<file path="config.mk">
export PLATFORM = sky130hd
export DESIGN_NAME = parity_ram_guard
export DESIGN_NICKNAME = d
export VERILOG_FILES = /design/src/rtl/par_ram_pkg.sv /design/src/rtl/par_ram_array.sv /design/src/rtl/par_ram_verify.sv /design/src/rtl/par_ram_ctl.sv /design/src/rtl/parity_ram_guard.sv
export SDC_FILE = /design/constraint.sdc
export NUM_CORES = 2
export LEC_CHECK = 0
export BUFFER_PORTS_ARGS = -buffer_cell sky130_fd_sc_hd__buf_2
export CAP_MARGIN = 25
export CORE_MARGIN = 3
export CORE_UTILIZATION = 34
export DETAILED_ROUTE_END_ITERATION = 12
export GPL_ROUTABILITY_DRIVEN = 0
export PLACE_DENSITY = 0.59
export SYNTH_ARGS = -nofsm -noshare
export SYNTH_HDL_FRONTEND = slang
export SYNTH_SLANG_ARGS = --single-unit
</file>
<file path="constraint.sdc">
create_clock -name clk -period 4.3 [get_ports clk]
set_clock_uncertainty 0.05 [all_clocks]
set_input_delay 0.215 -clock clk [delete_from_list [all_inputs] [get_ports clk]]
set_output_delay 0.215 -clock clk [all_outputs]
set_load 0.005 [all_outputs]
</file>
<file path="src/rtl/par_ram_pkg.sv">
package par_ram_pkg;
    localparam int BYTE_W    = 8;
    localparam int SEL_W     = $clog2(BYTE_W);
    localparam int MASK_POS  = 7;
    localparam int FLAG_POS  = 0;

    typedef enum logic [1:0] {
        ST_CLEAN   = 2'd0,
        ST_MASKED  = 2'd1,
        ST_REQUEST = 2'd2
    } guard_state_t;

    function automatic logic even_par(input logic [BYTE_W-1:0] d);
        return ^d;
    endfunction
endpackage

</file>
<file path="src/rtl/par_ram_array.sv">
module par_ram_array
    import par_ram_pkg::*;
#(
    parameter int ADDR_W = 8
) (
    input  logic              clk,
    input  logic              rst_n,
    input  logic              en,
    input  logic              we,
    input  logic [ADDR_W-1:0] addr,
    input  logic [BYTE_W-1:0] wdata,
    input  logic              flip,
    output logic [BYTE_W-1:0] rdata,
    output logic              rpar,
    output logic              rvalid
);
    localparam int DEPTH = 1 << ADDR_W;

    logic [BYTE_W:0] cells [DEPTH];
    logic [BYTE_W:0] dout_q;

    always_ff @(posedge clk) begin
        if (en && we) begin
            cells[addr] <= {even_par(wdata) ^ flip, wdata};
        end
        if (en && !we) begin
            dout_q <= cells[addr];
        end
    end

    always_ff @(posedge clk or negedge rst_n) begin
        if (!rst_n) begin
            rvalid <= 1'b0;
        end else begin
            rvalid <= en && !we;
        end
    end

    assign rdata = dout_q[BYTE_W-1:0];
    assign rpar  = dout_q[BYTE_W];
endmodule

</file>
<file path="src/rtl/par_ram_verify.sv">
module par_ram_verify
    import par_ram_pkg::*;
(
    input  logic              rvalid,
    input  logic [BYTE_W-1:0] rdata,
    input  logic              rpar,
    output logic              mismatch
);
    assign mismatch = rvalid && (even_par(rdata) != rpar);
endmodule

</file>
<file path="src/rtl/par_ram_ctl.sv">
module par_ram_ctl
    import par_ram_pkg::*;
(
    input  logic              clk,
    input  logic              rst_n,
    input  logic              hw_err,
    input  logic              reg_wr,
    input  logic              reg_bit_wr,
    input  logic [SEL_W-1:0]  reg_bit_sel,
    input  logic [BYTE_W-1:0] reg_wdata,
    output logic [BYTE_W-1:0] reg_rdata,
    output logic              rst_req
);
    guard_state_t state_q, state_d;
    logic mask_q, mask_d;
    logic sw_clr;
    logic flag_q, flag_d;
    logic unused_wdata;

    assign unused_wdata = ^reg_wdata[BYTE_W-2:1];

    // software write decode
    always_comb begin
        mask_d = mask_q;
        sw_clr = 1'b0;
        if (reg_wr) begin
            mask_d = reg_wdata[MASK_POS];
            sw_clr = !reg_wdata[FLAG_POS];
        end else if (reg_bit_wr) begin
            if (reg_bit_sel == SEL_W'(MASK_POS)) begin
                mask_d = reg_wdata[0];
            end else if (reg_bit_sel == SEL_W'(FLAG_POS)) begin
                sw_clr = !reg_wdata[0];
            end
        end
    end

    assign flag_q = (state_q != ST_CLEAN);
    assign flag_d = hw_err || (flag_q && !sw_clr);

    // next-state logic
    always_comb begin
        state_d = state_q;
        unique case (state_q)
            ST_CLEAN: begin
                if (hw_err) begin
                    state_d = mask_d ? ST_MASKED : ST_REQUEST;       // detect
                end
            end
            ST_MASKED: begin
                if (!flag_d) begin
                    state_d = ST_CLEAN;                              // clear
                end else if (!mask_d) begin
                    state_d = ST_REQUEST;                            // unmask
                end
            end
            ST_REQUEST: begin
                if (!flag_d) begin
                    state_d = ST_CLEAN;                              // clear
                end else if (mask_d) begin
                    state_d = ST_MASKED;                             // mask
                end
            end
            default: state_d = ST_CLEAN;
        endcase
    end

    // state register
    always_ff @(posedge clk or negedge rst_n) begin
        if (!rst_n) begin
            state_q <= ST_CLEAN;
            mask_q  <= 1'b0;
        end else begin
            state_q <= state_d;
            mask_q  <= mask_d;
        end
    end

    // output register
    always_ff @(posedge clk or negedge rst_n) begin
        if (!rst_n) begin
            rst_req <= 1'b0;
        end else begin
            rst_req <= (state_d == ST_REQUEST);
        end
    end

    always_comb begin
        reg_rdata           = '0;
        reg_rdata[MASK_POS] = mask_q;
        reg_rdata[FLAG_POS] = flag_q;
    end
endmodule

</file>
<file path="src/rtl/parity_ram_guard.sv">
module parity_ram_guard
    import par_ram_pkg::*;
#(
    parameter int ADDR_W = 8
) (
    input  logic              clk,
    input  logic              rst_n,
    input  logic              mem_en,
    input  logic              mem_we,
    input  logic [ADDR_W-1:0] mem_addr,
    input  logic [7:0]        mem_wdata,
    input  logic              inj_par_flip,
    output logic [7:0]        mem_rdata,
    output logic              par_err,
    input  logic              reg_wr,
    input  logic              reg_bit_wr,
    input  logic [2:0]        reg_bit_sel,
    input  logic [7:0]        reg_wdata,
    output logic [7:0]        reg_rdata,
    output logic              rst_req
);
    logic rd_par;
    logic rd_valid;

    par_ram_array #(.ADDR_W(ADDR_W)) u_array (
        .clk    (clk),
        .rst_n  (rst_n),
        .en     (mem_en),
        .we     (mem_we),
        .addr   (mem_addr),
        .wdata  (mem_wdata),
        .flip   (inj_par_flip),
        .rdata  (mem_rdata),
        .rpar   (rd_par),
        .rvalid (rd_valid)
    );

    par_ram_verify u_verify (
        .rvalid   (rd_valid),
        .rdata    (mem_rdata),
        .rpar     (rd_par),
        .mismatch (par_err)
    );

    par_ram_ctl u_ctl (
        .clk         (clk),
        .rst_n       (rst_n),
        .hw_err      (par_err),
        .reg_wr      (reg_wr),
        .reg_bit_wr  (reg_bit_wr),
        .reg_bit_sel (reg_bit_sel),
        .reg_wdata   (reg_wdata),
        .reg_rdata   (reg_rdata),
        .rst_req     (rst_req)
    );
endmodule

</file>
### Yosys cells after proc, flatten, opt, wreduce, memory -nomap -nowiden

Memory sizes are Yosys's and may differ from the RTL's. A register that Yosys moved wholly into a read port is not among the register bits.
Index checks and enable logic that the tools add are counted.

* word-level logic and storage cells: 40
* register bits after elaboration: 5
* input port bits: 34
* memory bits (writable): 2304
* output and inout bits: 18
* memories: 1

Memories
* u_array.cells: words 256, bits a word 9, read ports 1, clocked after Yosys merged registers in 1, wr ports 1, line par_ram_array.sv:19 `logic [BYTE_W:0] cells [DEPTH];`

* eq/ne operators: 5
* multiplexer cells: 16
* bitwise operators: 1
* reductions and logical operators: 13

Operators with widths (number)
* 8-bit parity: 2
* 2-bit two-way mux: 6
* 1-bit two-way mux: 9
* 2-bit case mux with 3 select lines: 1
* 2-bit == test (second input constant): 2
* 1-bit logical AND: 4
* 3-bit == test (second input constant): 1
* 1-bit logical NOT: 3
* 3-bit logical NOT: 1
* 2-bit by 1-bit == test with 1-bit output (second input constant): 1
* 2-bit logical NOT: 1
* 2-bit nonzero test: 1
* 1-bit logical OR: 1
* 1-bit != test: 1
* 1-bit XOR: 1

### Logic depth before layout (Yosys ltp)

* word-level depth: 11
* mapped depth: 11
* mapped depth without buffers: 6

### Modules after synthesis

Synthesis repeated with hierarchy kept, for this count alone.

* cell total of the unflattened synthesis: 3966
* area total of the unflattened synthesis: 88423.6 um^2

Modules (own cells, without submodules)
* par_ram_array: times used 1, area each 88078.2 um^2, seq. area each 69481.6 um^2, cells each 3932
* par_ram_ctl: times used 1, area each 250.2 um^2, seq. area each 100.1 um^2, cells each 25
* par_ram_verify: times used 1, area each 95.1 um^2, seq. area each 0.0 um^2, cells each 9

### Worst setup path before layout

OpenSTA, ideal clock, no wires.

* path type: in2reg
* start: input mem_wdata[4]
* end: memory u_array.cells[0][8] in the netlist's numbering, data pin
* data arrival time: 7.877 ns
* library setup time: 1.647 ns
* stages on the path: 4
* slack: -5.274 ns
* buffers on the path: 0
* data required time: 2.603 ns
* cell sequence: xnor2_1 -> xnor2_1 -> xnor2_1 -> xnor2_1

* longest elaborated chain between the ends: 2

RTL lines
* from (decl): line parity_ram_guard.sv:11 `input logic [7:0] mem_wdata,`
* 8-bit parity: line par_ram_pkg.sv:14 `return ^d;`
* 1-bit XOR: line par_ram_array.sv:24 `cells[addr] <= {even_par(wdata) ^ flip, wdata};`
* to (decl): line par_ram_array.sv:19

No other way between the ends.

### Final worst setup path

* start: register u_array.dout_q[6], read port of u_array.cells
* end: output par_err

* longest elaborated chain between the ends: 3

RTL lines
* from (decl): line par_ram_array.sv:20 `logic [BYTE_W:0] dout_q;`
* 8-bit parity: line par_ram_pkg.sv:14
* 1-bit != test: line par_ram_verify.sv:9 `assign mismatch = rvalid && (even_par(rdata) != rpar);`
* 1-bit logical AND: line par_ram_verify.sv:9
* to (decl): line parity_ram_guard.sv:14 `output logic par_err,`

No other way between the ends.

==> results.md <==
Route:
- The number of detailed-route iterations in the first pass is 5.
- The detailed-route DRC error count is 0.
- Using the TritonRoute via totals, the vias-per-cell ratio works out to around 5.4.
- The number of routed nets with antenna violations is 0.
- The total detailed-routing wirelength is 242000 um.
- The total number of vias is around 44000.
- After detailed routing, the average wire length per cell comes to a little under 30 um.
- After the first detailed-routing iteration, the DRC count stood at 5604.

Power and ir drop:
- The part of the total power dissipated in combinational logic is 0.058.
- The sequential group share of total power is 0.535.
- The worst-case IR drop observed on VDD is 0.000517 V.
- Of the total power, the share spent switching nets is 0.219.
- The cell internal power dissipation is ~0.037 W.
- The power density over cell area is 454 mW/mm^2.
- The leakage dissipation is 32.4 nW.
- The analysis attributes to net switching a power of roughly 0.010 W.
- The share of total power in the clock network is 0.407.

Finish:
- The combined flip-flop and latch cell area is just under 0.07 mm^2.
- The library cell used most frequently in the layout, excluding fill and tap cells, is sky130_fd_sc_hd__edfxtp_1.
- The fraction of final layout cells sized beyond drive strength 1 is 0.309.
- The number of fillers in the final layout is 22800.
- Leaving out fill and tap cells, the most frequent cells in the layout are 2313 x sky130_fd_sc_hd__edfxtp_1, 588 x sky130_fd_sc_hd__mux4_2, 443 x sky130_fd_sc_hd__buf_4.
- Compared with the post-synthesis result, the final layout area differs by 16.5%.
- For this run, the post-layout net count is roughly 4600.
- The multi-input gate area in the final layout is approximately 0.018 mm^2.
- At the end of the flow the core is filled with cells to 0.399.
- The summed area of non-filler cells in the final layout is around 0.10 mm^2.
- The final non-filler cell total is about 8200.

Run:
- The number of violations of the max-capacitance limit is 0.

Yosys:
- Dividing the synthesized area by the synthesized cell count gives around 22 um^2.
- The number of synthesized flops with an enable pin is between 2000 and 2500.
- The total of warnings raised by yosys is 0.
- In the synthesized netlist, the number of instances is about 4000.
- The share of the Yosys chip area taken by registers is 0.780.
- The synthesized flop and latch total is about 2300.
- In the synthesized netlist the async set-or-reset flop fraction comes to 0.00216.
- In the synthesized netlist the dominant register cell turns out to be sky130_fd_sc_hd__edfxtp_1.
- Summing every instance area after synthesis gives ~0.09 mm^2.
- In this run, distinct cell masters in the synthesized netlist total 62.

Worst setup path:
- The critical path class is reg -> out.
- Along the worst path, the maximum fanout reaches 2.
- STA classifies the critical path startpoint as a flip-flop.
- At the worst endpoint, the arrival time is 3.24 ns.
- The endpoint identified for the worst register-to-register timing path is u_array.dout_q[1].
- The endpoint of the most critical setup path is par_err.
- The worst setup slack for register-to-register paths is between 1 and 1.5 ns.
- The startpoint identified for the worst register-to-register timing path is u_array.cells[235][1].
- The worst setup path is captured at an output port.
- The worst register-to-register path has a depth of 7.
- The endpoint required time on the critical path is between 4 and 5 ns.
- The critical path starts at u_array.dout_q[6].

Global route:
- The number of global-route vias before repair is ~45000.
- The initial antenna violation count came to 10.
- The remaining global-route overflow is 0.
- The first global-routing pass estimated between 300000 and 400000 um of wire.
- The overall track demand over capacity in global routing is 0.177.
- Entering global routing, the biggest net connects around 150 pins.

Placement:
- The instance count after placement with tap cells included is ~8000.
- The post-DP HPWL is about 150000 um.
- Once placement finished, the instance area stood at between 0.09 and 0.1 mm^2.
- The count of buffers from port buffering is 39.

Floorplan:
- For this configuration, the core starts out at a cell density of 0.343.
- The die span in x is ~520 um.
- The total die area is 0.269 mm^2.
- The die is 518 um tall.
- The core box area is about 0.26 mm^2.
- In this run the core area contains roughly 190 standard-cell rows.
- The boundary pin count is 52.

CTS:
- After clock tree synthesis, the repair step resized 0 gates.
- In this run the deepest clock path goes through 3 buffers.
- The post-cts hold buffer count is 18.
- After clock tree synthesis, the clock-pin slew on the worst setup and hold paths is 0.07 ns.
- Clock tree synthesis found a total of roughly 2300 sinks.
- The clock reaches the later pin of the worst-skew pair after 0.87 ns.
- The level count of the clock H-tree is 4.
- The total setup buffers inserted after CTS is 0.
- CTS placed an instance of sky130_fd_sc_hd__clkbuf_16 at the clock tree root.
- TritonCTS built the clock tree.
- The number of CTS-inserted buffers is approximately 230.

Timing:
- Adding up every negative setup slack in the final design gives 0 ns.
- The normalized max-slew margin is 0.288.
- The slew of the pin with the lowest slew margin is 1.07 ns.
- Based on the critical path, the design can be clocked at up to between 200 and 300 MHz.
- The final hold violation count is 0.
- Setup repair after global routing left no endpoint under its margin.
- Subtracting the final worst setup slack from the clock period gives around 3.5 ns.
- The hold slack is ~0.12 ns.
- The final worst-path cycle share is 0.814.
- The total count of max-transition violations in the final report came to 0.
- Setup violations remaining at the end of the flow were counted as 0.

Status:
- The flow ran to the end, and the final reports show no timing, DRC or antenna violations.

Hold path:
- The tightest min-delay check is of the in -> reg type.
- Counting instances, the worst hold path has a depth of 5.
## worst max-delay path: stages (launching register included)
cell	delay, ns
sky130_fd_sc_hd__edfxtp_1	0.56
sky130_fd_sc_hd__xnor2_1	0.30
sky130_fd_sc_hd__xnor3_1	0.36
sky130_fd_sc_hd__xnor2_1	0.78
sky130_fd_sc_hd__and2_1	0.26
sky130_fd_sc_hd__buf_2	0.13
## cell type report
class                      count  share of cell area
clock buffer                 278              0.0569
sequential                  2318               0.669
antenna                        3           0.0000722
tap                         3496              0.0421
inverter                       9            0.000325
timing repair buffer         531              0.0428
clock inverter               140              0.0117
multi-input combinational   1447               0.177
## power groups by stage
stage | Clock (W) | Combinational, W | Sequential (W)
6_report | 0.0192 | 0.00276 | 0.0253
5_1_grt | 0.0205 | 0.00292 | 0.0252
4_1_cts | 0.0195 | 0.00279 | 0.0253
3_5_place_dp | 0 | 0.00276 | 0.0257
3_3_place_gp | 0 | 0.00270 | 0.0257
2_1_floorplan | 0 | 0.00137 | 0.0258
## through the flow
step	setup slack, ns	total power, W
floorplan	0.435	0.0271
global placement	0.363	0.0284
global route	0.728	0.0486
finish	0.798	0.0472
CTS	0.732	0.0475
detailed placement	0.467	0.0285
## sequential cells by signal, indices dropped and copies added, names as in the netlist
| signal | count |
|---|---|
| u_ctl.mask_q | 1 |
| u_array.rvalid | 1 |
| u_ctl.state_q | 2 |
| u_array.dout_q | 9 |
| u_ctl.rst_req | 1 |
| u_array.cells | 2304 |
## cell usage after synthesis (3+ instances only)
cell type	instances	area (um^2)
sky130_fd_sc_hd__mux4_2	588	13200
sky130_fd_sc_hd__nor3_1	8	40.0
sky130_fd_sc_hd__inv_1	8	30.0
sky130_fd_sc_hd__or3b_2	5	43.8
sky130_fd_sc_hd__o22ai_1	57	357
sky130_fd_sc_hd__a22o_1	10	87.6
sky130_fd_sc_hd__mux2_2	22	248
sky130_fd_sc_hd__nand3b_1	5	37.5
sky130_fd_sc_hd__o22a_1	8	70.1
sky130_fd_sc_hd__nand2b_1	6	37.5
sky130_fd_sc_hd__a211oi_1	8	60.1
sky130_fd_sc_hd__buf_1	12	45.0
sky130_fd_sc_hd__nor2b_1	21	131
sky130_fd_sc_hd__and2_1	4	25.0
sky130_fd_sc_hd__o21ai_0	10	50.1
sky130_fd_sc_hd__or2_2	4	25.0
sky130_fd_sc_hd__nor2_1	285	1070
sky130_fd_sc_hd__dfrtp_1	5	125
sky130_fd_sc_hd__buf_4	37	278
sky130_fd_sc_hd__nor4_1	16	100
sky130_fd_sc_hd__edfxtp_1	2313	69500
sky130_fd_sc_hd__buf_2	87	435
sky130_fd_sc_hd__or4_1	4	30.0
sky130_fd_sc_hd__xor2_1	3	26.3
sky130_fd_sc_hd__nand4_1	4	25.0
sky130_fd_sc_hd__a221oi_1	16	140
sky130_fd_sc_hd__a31oi_1	3	18.8
sky130_fd_sc_hd__nand3_1	17	85.1
sky130_fd_sc_hd__a221o_1	4	40.0
sky130_fd_sc_hd__xnor2_1	11	96.3
sky130_fd_sc_hd__a21oi_1	69	345
sky130_fd_sc_hd__o221ai_1	9	78.8
sky130_fd_sc_hd__a22oi_1	114	856
sky130_fd_sc_hd__mux2i_1	45	450
sky130_fd_sc_hd__nand2_1	46	173
sky130_fd_sc_hd__a211o_1	5	43.8
sky130_fd_sc_hd__buf_6	15	169
sky130_fd_sc_hd__clkbuf_1	100	375
sky130_fd_sc_hd__nor3b_1	6	45.0
sky130_fd_sc_hd__or3_1	4	25.0
## how the worst min path moves through the flow
| stage | startpoint | end | slack [ns] |
|---|---|---|---|
| 4_1_cts | mem_en | u_array.cells[34][3] | 0.06 |
| 3_3_place_gp | rst_n | u_ctl.mask_q | -0.02 |
| 2_1_floorplan | rst_n | u_array.rvalid | -0.13 |
| 6_report | mem_en | u_array.cells[34][3] | 0.12 |
| 3_5_place_dp | rst_n | u_ctl.mask_q | -0.02 |
| 5_1_grt | mem_en | u_array.cells[34][3] | 0.09 |
## cells by family (layout without fill, tap and decap cells)
group / Yosys count / after routing / synth area share
flops: 2318 / 2318 / 0.780
mux: 655 / 655 / 0.156
simple gates: 441 / 441 / 0.0218
compound gates: 330 / 330 / 0.0258
buf+inv: 260 / 958 / 0.0150
xor+xnor: 15 / 15 / 0.00163
other cells: 1 / 9 / 0.0000420
## metal layers
| metal | vias up | track usage | share of wire |
|---|---|---|---|
| met5 | - | 0 | 0.000054 |
| met4 | 2 | 0.0566 | 0.033 |
| met3 | 392 | 0.0378 | 0.081 |
| met2 | 1999 | 0.279 | 0.47 |
| met1 | 24000 | 0.247 | 0.41 |
| li1 | 18000 | - | - |
No activity file was read; power rests on OpenSTA's default activity.
